### src/rtl/pgc_pkg.sv
package pgc_pkg;
    // control/status word field positions
    localparam int EN_BIT   = 0;
    localparam int WAKE_BIT = 3;
    localparam int MASK_LSB = 8;
    localparam int STAT_BIT = 16;
    // halt-mode field
    localparam int          HALT_LSB  = 29;
    localparam logic [2:0]  HALT_STOP = 3'd2;

    // byte offset of the control/status word of core n
    function automatic int csr_offset(input int n);
        return (n == 0) ? 'h08 : 'h18 + 8 * (n - 1);
    endfunction

    // byte offset of the halt-mode word of core n
    function automatic int halt_offset(input int n);
        return (n == 0) ? 'h00 : 'h14 + 8 * (n - 1);
    endfunction
endpackage

### src/rtl/pgc_addr_decode.sv
module pgc_addr_decode #(
    parameter int NCORES = 4,
    parameter int ADDR_W = 8
) (
    input  logic [ADDR_W-1:0] addr,
    output logic [NCORES-1:0] csr_hit,
    output logic [NCORES-1:0] halt_hit
);
    for (genvar i = 0; i < NCORES; i++) begin : g_dec
        assign csr_hit[i]  = (addr == ADDR_W'(pgc_pkg::csr_offset(i)));
        assign halt_hit[i] = (addr == ADDR_W'(pgc_pkg::halt_offset(i)));
    end
endmodule

### src/rtl/pgc_core_seq.sv
module pgc_core_seq #(
    parameter int   NCORES       = 4,
    parameter int   CORE_IDX     = 0,
    parameter int   SETTLE       = 4,
    parameter logic PWR_AT_RESET = 1'b0
) (
    input  logic              clk,
    input  logic              rst_n,
    input  logic              csr_we,
    input  logic              halt_we,
    input  logic              wr_en,
    input  logic              wr_wake,
    input  logic [NCORES-1:0] wr_mask,
    input  logic [2:0]        wr_halt,
    input  logic              wfi,
    output logic [31:0]       csr_rd,
    output logic [31:0]       halt_rd,
    output logic              pwr_en,
    output logic              core_rst,
    output logic              core_halt
);
    import pgc_pkg::*;

    localparam int CNT_W = $clog2(SETTLE + 1);
    localparam logic [CNT_W-1:0] CNT_LAST = CNT_W'(SETTLE - 1);

    typedef struct packed {
        logic              en;
        logic              wake;
        logic [NCORES-1:0] mask;
        logic [2:0]        halt_mode;
        logic              pwr;
        logic              busy;
        logic [CNT_W-1:0]  cnt;
        logic              rst;
    } seq_t;

    seq_t s_d, s_q;

    always_comb begin
        s_d = s_q;
        if (s_q.busy) begin
            if (s_q.cnt == CNT_LAST) begin
                s_d.busy = 1'b0;
                s_d.pwr  = !s_q.pwr;
                s_d.cnt  = '0;
            end else begin
                s_d.cnt = s_q.cnt + 1'b1;
            end
        end else if (s_q.en && s_q.wake) begin
            s_d.wake = 1'b0;
            if (!s_q.pwr) begin
                s_d.busy = 1'b1;
                s_d.cnt  = '0;
            end
        end else if (s_q.en && s_q.mask[CORE_IDX] && wfi && s_q.pwr) begin
            s_d.busy = 1'b1;
            s_d.cnt  = '0;
        end
        // reset held unless settled in the powered state
        s_d.rst = !(s_q.pwr && !s_q.busy);
        // software write takes precedence over the hardware clear
        if (csr_we) begin
            s_d.en   = wr_en;
            s_d.wake = wr_wake;
            s_d.mask = wr_mask;
        end
        if (halt_we) s_d.halt_mode = wr_halt;
    end

    always_ff @(posedge clk or negedge rst_n) begin
        if (!rst_n) begin
            s_q     <= '0;
            s_q.pwr <= PWR_AT_RESET;
            s_q.rst <= !PWR_AT_RESET;
        end else begin
            s_q <= s_d;
        end
    end

    always_comb begin
        csr_rd                    = '0;
        csr_rd[EN_BIT]            = s_q.en;
        csr_rd[WAKE_BIT]          = s_q.wake;
        csr_rd[MASK_LSB +: NCORES] = s_q.mask;
        csr_rd[STAT_BIT]          = s_q.pwr;
        halt_rd                   = '0;
        halt_rd[HALT_LSB +: 3]    = s_q.halt_mode;
    end

    assign pwr_en    = s_q.pwr;
    assign core_rst  = s_q.rst;
    assign core_halt = (s_q.halt_mode == HALT_STOP);

    // power changes only at the end of a full settle window
    p_settle_window_r4: assert property (@(posedge clk) disable iff (!rst_n)
        !$stable(pwr_en) |-> $past(s_q.busy && s_q.cnt == CNT_LAST));

    // an unpowered core is always held in reset
    p_off_in_reset_r7: assert property (@(posedge clk) disable iff (!rst_n)
        !pwr_en |-> core_rst);

    // reset is released only after power has been up for a cycle
    p_rst_release_r7: assert property (@(posedge clk) disable iff (!rst_n)
        $fell(core_rst) |-> (pwr_en && $past(pwr_en)));

    // an idle unpowered core cannot regain power in one step
    p_off_stays_off_r8: assert property (@(posedge clk) disable iff (!rst_n)
        (!pwr_en && !s_q.busy) |=> !pwr_en);

    // a serviced wake request is cleared
    p_wake_cleared_r11: assert property (@(posedge clk) disable iff (!rst_n)
        (s_q.en && s_q.wake && !s_q.busy && !csr_we) |=> !s_q.wake);
endmodule

### src/rtl/pgc_flow_ctrl.sv
module pgc_flow_ctrl #(
    parameter int          NCORES       = 4,
    parameter int          ADDR_W       = 8,
    parameter int          SETTLE       = 4,
    parameter logic [3:0]  PWR_AT_RESET = 4'b0001
) (
    input  logic              clk,
    input  logic              rst_n,
    input  logic [ADDR_W-1:0] bus_addr,
    input  logic [31:0]       bus_wdata,
    input  logic              bus_we,
    output logic [31:0]       bus_rdata,
    input  logic [NCORES-1:0] core_wfi,
    output logic [NCORES-1:0] core_pwr_en,
    output logic [NCORES-1:0] core_rst,
    output logic [NCORES-1:0] core_halt
);
    import pgc_pkg::*;

    logic [NCORES-1:0] csr_hit, halt_hit;
    logic [31:0]       csr_rd  [NCORES];
    logic [31:0]       halt_rd [NCORES];

    pgc_addr_decode #(.NCORES(NCORES), .ADDR_W(ADDR_W)) u_dec (
        .addr     (bus_addr),
        .csr_hit  (csr_hit),
        .halt_hit (halt_hit)
    );

    for (genvar i = 0; i < NCORES; i++) begin : g_core
        pgc_core_seq #(
            .NCORES       (NCORES),
            .CORE_IDX     (i),
            .SETTLE       (SETTLE),
            .PWR_AT_RESET (PWR_AT_RESET[i])
        ) u_seq (
            .clk       (clk),
            .rst_n     (rst_n),
            .csr_we    (bus_we && csr_hit[i]),
            .halt_we   (bus_we && halt_hit[i]),
            .wr_en     (bus_wdata[EN_BIT]),
            .wr_wake   (bus_wdata[WAKE_BIT]),
            .wr_mask   (bus_wdata[MASK_LSB +: NCORES]),
            .wr_halt   (bus_wdata[HALT_LSB +: 3]),
            .wfi       (core_wfi[i]),
            .csr_rd    (csr_rd[i]),
            .halt_rd   (halt_rd[i]),
            .pwr_en    (core_pwr_en[i]),
            .core_rst  (core_rst[i]),
            .core_halt (core_halt[i])
        );
    end

    always_comb begin
        bus_rdata = '0;
        for (int i = 0; i < NCORES; i++) begin
            if (csr_hit[i])  bus_rdata = bus_rdata | csr_rd[i];
            if (halt_hit[i]) bus_rdata = bus_rdata | halt_rd[i];
        end
    end

    // at most one register is selected by any offset
    p_decode_onehot_r3: assert property (@(posedge clk) disable iff (!rst_n)
        $onehot0({csr_hit, halt_hit}));
endmodule

### config.mk
export PLATFORM = sky130hd
export DESIGN_NAME = pgc_flow_ctrl
export DESIGN_NICKNAME = d
export VERILOG_FILES = /design/src/rtl/pgc_pkg.sv /design/src/rtl/pgc_addr_decode.sv /design/src/rtl/pgc_core_seq.sv /design/src/rtl/pgc_flow_ctrl.sv
export SDC_FILE = /design/constraint.sdc
export NUM_CORES = 1
export LEC_CHECK = 0
export BUFFER_PORTS_ARGS = -buffer_cell sky130_fd_sc_hd__buf_4
export CORE_AREA = 2 2 79 81
export DETAILED_ROUTE_END_ITERATION = 7
export DIE_AREA = 0 0 81 83
export PLACE_DENSITY = 0.84
export SYNTH_ARGS = -nofsm -noshare
export SYNTH_HDL_FRONTEND = slang
export SYNTH_SLANG_ARGS = --single-unit
### constraint.sdc
create_clock -name clk -period 4 [get_ports clk]
set_clock_uncertainty 0.2 [all_clocks]
set_input_delay 0.4 -clock clk [delete_from_list [all_inputs] [get_ports clk]]
set_output_delay 0.4 -clock clk [all_outputs]
set_load 0.005 [all_outputs]
# ---- Word-level counts from Yosys, hierarchy flattened
# Cells that the tools add are included.
dict set report word_totals {
  reg_bits 60
  in_bits 47
  wordCells 171
}
dict set report classes {
  add_sub_neg 4
  eq_ne 23
  n_mux 44
  bitwise_logic 7
  n_reduce_logical 61
}
# cell count
set ops {}
lappend ops {{$mux W32} 7}
lappend ops {{$or A32 B17 Y32} 3}
lappend ops {{$or A32 B32 Y32} 3}
lappend ops {{$mux W4} 16}
lappend ops {{$or A17 B32 Y32} 1}
lappend ops {{$logic_and A1 B1 Y1} 28}
lappend ops {{$eq A3 B2 Y1 const B} 8}
lappend ops {{$eq A8 B5 Y1 const B} 3}
lappend ops {{$eq A8 B6 Y1 const B} 3}
lappend ops {{$reduce_and A2 Y1} 12}
lappend ops {{$mux W5} 4}
lappend ops {{$mux W17} 1}
lappend ops {{$add A3 B1 Y3 const B} 4}
lappend ops {{$logic_not A1 Y1} 12}
lappend ops {{$mux W1} 12}
lappend ops {{$mux W3} 4}
lappend ops {{$ne A3 B3 Y1 const B} 4}
lappend ops {{$reduce_bool A3 Y1} 4}
lappend ops {{$eq A8 B4 Y1 const B} 1}
lappend ops {{$logic_not A8 Y1} 1}
lappend ops {{$ne A2 B1 Y1 const B} 4}
lappend ops {{$reduce_bool A2 Y1} 4}

# ---- Depth between registers and ports, before layout
dict set report depth {
  ltp_word 16
  ltp_mapped 4
  mapped_depth_nobuf 4
}

# ---- Cells and area by module
# A second synthesis with hierarchy kept.
dict set report hier_totals {
  hier_cells 667
  area_unflattened_um2 6244.7
}
# mod n_inst cells_each area_per_inst_um2 seq_area_each_um2
set modules_own_cells {}
lappend modules_own_cells {pgc_core_seq 4 113 1138.6 376.6}
lappend modules_own_cells {pgc_flow_ctrl 1 200 1576.5 0.0}
lappend modules_own_cells {pgc_addr_decode 1 15 113.9 0.0}

# ---- Worst setup path before layout
# No wires, ideal clock.
dict set report synth_path {
  path_kind {input-to-output}
  from {in bus_addr[4]}
  to {out bus_rdata[30]}
  arrival_ns 1.360
  required_ns 3.400
  path_slack_ns 2.040
  cell_stages 4
  n_path_buf 1
  path_cell_list {nor4_1 > buf_2 > a32oi_1 > o221ai_1}
}
dict set report synth_between {
  elab_chain_len 14
  elab_cells_between_ends 20
  cone_classes {eq/ne: 6; mux: 7; bitwise: 6; reduce/logical: 1}
}
# item line
set synth_lines {}
lappend synth_lines {{start: declaration} pgc_flow_ctrl.sv:9} ;# input logic [ADDR_W-1:0] bus_addr,
lappend synth_lines {{$logic_not A8 Y1} pgc_addr_decode.sv:11} ;# assign halt_hit[i] = (addr == ADDR_W'(pgc_pkg::halt_offset(i)));
lappend synth_lines {{$mux W32} pgc_flow_ctrl.sv:58} ;# if (halt_hit[i]) bus_rdata = bus_rdata | halt_rd[i];
lappend synth_lines {{$or A32 B17 Y32} pgc_flow_ctrl.sv:57} ;# if (csr_hit[i]) bus_rdata = bus_rdata | csr_rd[i];
lappend synth_lines {{$mux W32} pgc_flow_ctrl.sv:57}
lappend synth_lines {{$or A32 B32 Y32} pgc_flow_ctrl.sv:58}
lappend synth_lines {{$mux W32} pgc_flow_ctrl.sv:58}
lappend synth_lines {{$or A32 B17 Y32} pgc_flow_ctrl.sv:57}
lappend synth_lines {{$mux W32} pgc_flow_ctrl.sv:57}
lappend synth_lines {{$or A32 B32 Y32} pgc_flow_ctrl.sv:58}
lappend synth_lines {{$mux W32} pgc_flow_ctrl.sv:58}
lappend synth_lines {{$or A32 B17 Y32} pgc_flow_ctrl.sv:57}
lappend synth_lines {{$mux W32} pgc_flow_ctrl.sv:57}
lappend synth_lines {{$or A32 B32 Y32} pgc_flow_ctrl.sv:58}
lappend synth_lines {{$mux W32 (*)} pgc_flow_ctrl.sv:58}
lappend synth_lines {{end: declaration} pgc_flow_ctrl.sv:12} ;# output logic [31:0] bus_rdata,
# Every way passes the cells marked *; elsewhere a longest branch is shown, timed or not.

# ---- Final worst setup path
dict set report layout_path {
  from {in bus_addr[1]}
  to {out bus_rdata[16]}
}
dict set report layout_between {
  elab_chain_len 16
  elab_cells_between_ends 23
  cone_classes {eq/ne: 7; mux: 8; bitwise: 7; reduce/logical: 1}
}
# item line
set layout_lines {}
lappend layout_lines {{$eq A8 B4 Y1} pgc_addr_decode.sv:10} ;# assign csr_hit[i] = (addr == ADDR_W'(pgc_pkg::csr_offset(i)));
lappend layout_lines {{$mux W17} pgc_flow_ctrl.sv:57}
lappend layout_lines {{$or A17 B32 Y32} pgc_flow_ctrl.sv:58}
lappend layout_lines {{$mux W32} pgc_flow_ctrl.sv:58}
lappend layout_lines {{$or A32 B17 Y32} pgc_flow_ctrl.sv:57}
lappend layout_lines {{$mux W32} pgc_flow_ctrl.sv:57}
lappend layout_lines {{$or A32 B32 Y32} pgc_flow_ctrl.sv:58}
lappend layout_lines {{$mux W32} pgc_flow_ctrl.sv:58}
lappend layout_lines {{$or A32 B17 Y32} pgc_flow_ctrl.sv:57}
lappend layout_lines {{$mux W32} pgc_flow_ctrl.sv:57}
lappend layout_lines {{$or A32 B32 Y32} pgc_flow_ctrl.sv:58}
lappend layout_lines {{$mux W32} pgc_flow_ctrl.sv:58}
lappend layout_lines {{$or A32 B17 Y32} pgc_flow_ctrl.sv:57}
lappend layout_lines {{$mux W32} pgc_flow_ctrl.sv:57}
lappend layout_lines {{$or A32 B32 Y32} pgc_flow_ctrl.sv:58}
lappend layout_lines {{$mux W32 (*)} pgc_flow_ctrl.sv:58}
# Marked as above.

==> qor.txt <==
status - completed
Synth Cell Area - 3220 sq um
Sink Count - 60
DR vias - 2273
final setup TNS - 0 ns
Pre-antenna DRT Iters - 4
DRC viols - 0
PD cells - 504 nW/um^2
max-slew violations - 0
IR drop worst, VDD - 0.243 mV
post-synthesis adder-cell area fraction - 1.55%
initial antenna violation count - 0
DP Worst Slack - 1.31 ns
vias in the first global route - 2298
final worst slack - 1.28 ns
Die Ht - 83 microns
first-pass GRT wire length - 10400 microns
Post-synth EDFFs - 0
final hold vios - 0
worst path cell trace - buf_4, nor4b_4, buf_4, nand3_1, o211ai_1, buf_4
Max Clk Rate - 368 MHz
most common cell after layout, fill and taps aside - dfrtp_1
Largest stage delay, worst path - 0.91 ns
CTS root buf - clkbuf_8
CTS tree - built
Initial DRC Count - 129
total track usage - 20.1%
actual slew at the worst max-slew pin - 1.04 ns
Detail Route Antenna Nets - 0
post-synthesis area per instance - 11.2 sq um
final worst path period share - 68.0%
Synth Area in Compound Gates - 9.36%
Area Overhead vs Synth - 13.4%
Critical Path AT - 2.12 ns
worst endpoint required time - 3.40 ns
core area - 5820 sq um
post-synthesis mux area share - 12.4%
number of synthesized register bits - 60
Leak Pwr - 1.66 nW
post-CTS sizing - 0
ys flop type - dfrtp_1
Final setup viols - 0
Starting Density - 55.4%
Yosys cell types - 36
Post-Syn Instances - 289
H-Tree Depth - 3
most frequent cells in the layout - 56 x dfrtp_1, 47 x buf_4, 32 x mux2_2, 23 x nand3_1, 22 x conb_1
layout cell share with drive strength beyond 1 - 31.5%
Warnings, synthesis - 0
largest family of logic cells by synthesized area - simple AND/OR/NAND/NOR gates
Nets - 376
DR WL/cell - 15.4 microns
RePlAce Congestion - 0.893
Die Width - 81 microns
Worst path slowest cell - nor4b_4
hold_buf cts - 1
Slew headroom - 30.7%
port bufs - 45
final critical-path required period - 2.72 ns
Reg clk slew, reported paths - 0.06 ns
Post-Synth XOR/XNOR Area - 1.09%
die area - 6720 sq um
Post-CTS Setup Inserts - 0
Post-DP HPWL - 4440 microns
PnR Total Power - 0.00184 W
total clock buffers created by CTS - 9
maximum capacitance violations - 0
Multi-input gate area - 1460 sq um
Worst Setup Path Type - in -> out
crit path launch type - primary input
Seq/Total Area, Yosys - 46.7%
critical path peak fanout - 19
clk_lat worst skew - 0.34 ns
Longest Clk Path Bufs - 2
asr flop ratio synth - 100%
row cnt - 28
fraction of the mapped netlist area in simple logic gates - 18.1%
final core utilization - 62.9%
Fillers - 476
RSZ-0062 raised after global routing - false
Tightest Hold Check Type - in -> reg
final WL - 6240 microns
CP most frequent cell - buf_4
global route overflow - 0
Crit. End Element - output port
Ports - 91
vias per cell - 5.61
FF+latch area - 1510 sq um
antenna cells - 0
Hold Slack - 0.117 ns
pin count of the biggest net entering global routing - 61
[cell type report]
| class | count | share of cell area (%) |
|---|---|---|
| clock buffer | 14 | 4.18 |
| clock inverter | 2 | 0.958 |
| inverter | 12 | 1.23 |
| multi-input combinational | 194 | 39.9 |
| sequential | 60 | 41.2 |
| tap | 75 | 2.57 |
| timing repair buffer | 48 | 9.92 |
[worst max-delay path, delay by kind of cell]
family                 cells  cell delay (ns)
buffers and inverters      3             0.58
and+or+nand+nor            2             0.99
AOI/OAI and AO/OA          1             0.15
[worst paths after layout]
| kind | start | endpoint | slack (ns) | cells past startpoint |
|---|---|---|---|---|
| min in group asynchronous | rst_n | g_core[0].u_seq.s_q[4]$_DFF_PN0_ | 0.47 | 2 |
| max in group asynchronous | rst_n | g_core[3].u_seq.s_q[2]$_DFFE_PN0P_ | 2.63 | 2 |
| setup / recovery | bus_addr[1] | bus_rdata[16] | 1.28 | 6 |
| setup reg to reg | g_core[0].u_seq.pwr_en$_DFFE_PN1P_ | g_core[0].u_seq.s_q[2]$_DFFE_PN0P_ | 2.54 | 3 |
| hold / removal | bus_wdata[11] | g_core[0].u_seq.csr_rd[11]$_DFFE_PN0P_ | 0.12 | 2 |
| hold reg to reg | g_core[0].u_seq.pwr_en$_DFFE_PN1P_ | g_core[0].u_seq.core_rst$_DFF_PN0_ | 0.30 | 1 |
[sequential cells by signal, indices dropped and copies added, names as in the netlist]
signal,cells
g_core.u_seq.csr_rd,24
g_core.u_seq.pwr_en,4
g_core.u_seq.core_rst,4
g_core.u_seq.s_q,16
g_core.u_seq.halt_rd,12
[synth_stat cells, types with 2 or more instances]
| master | n | area share, % |
|---|---|---|
| a21oi_1 | 4 | 0.62 |
| a22oi_1 | 7 | 1.6 |
| a32oi_1 | 3 | 0.82 |
| buf_2 | 3 | 0.47 |
| buf_4 | 34 | 7.9 |
| clkbuf_1 | 7 | 0.82 |
| dfrtp_1 | 56 | 43 |
| dfstp_2 | 4 | 3.3 |
| ha_1 | 4 | 1.6 |
| inv_1 | 12 | 1.4 |
| mux2_2 | 32 | 11 |
| mux2i_1 | 4 | 1.2 |
| nand2_1 | 2 | 0.23 |
| nand2b_1 | 20 | 3.9 |
| nand3_1 | 23 | 3.6 |
| nand3_2 | 4 | 1.2 |
| nand3b_1 | 7 | 1.6 |
| nand4_1 | 6 | 1.2 |
| nand4b_1 | 4 | 1.1 |
| nor2b_1 | 3 | 0.58 |
| nor3_1 | 3 | 0.47 |
| nor3b_1 | 3 | 0.70 |
| nor4b_4 | 3 | 2.2 |
| o211ai_1 | 7 | 1.6 |
| o21a_1 | 4 | 0.93 |
| o21ai_0 | 13 | 2.0 |
| o221ai_1 | 3 | 0.82 |
| o31ai_1 | 3 | 0.70 |
| xnor2_1 | 4 | 1.1 |
[power breakdown]
part | leakage [nW] | internal [W] | switching (W)
combinational | 0.781 | 0.000231 | 0.000172
clock | 0.0947 | 0.000305 | 0.000220
sequential | 0.784 | 0.000767 | 0.000148
total | 1.66 | 0.00130 | 0.000540
[layer usage]
layer	routed length (microns)	share of wire, %	track usage (%)
met5	0	0	0
met2	3040	49	32.0
met4	163	2.6	12.0
met1	2680	43	24.3
met3	354	5.7	4.67
[metrics by stage]
step | instance area [sq um] | instances
after floorplan | 3300 | 310
after global placement | 3460 | 388
after detailed placement | 3460 | 388
after CTS | 3660 | 405
after global routing | 3660 | 405
final | 3660 | 405
[kinds of logic after synthesis]
logic type | after synthesis
and+or+nand+nor | 83
DFF | 60
buffers and inverters | 56
AOI/OAI and AO/OA | 45
muxes | 36
adders and majority gates | 4
xor gates and xnor gates | 4
other | 1
Power figures use the tool's default switching activity.
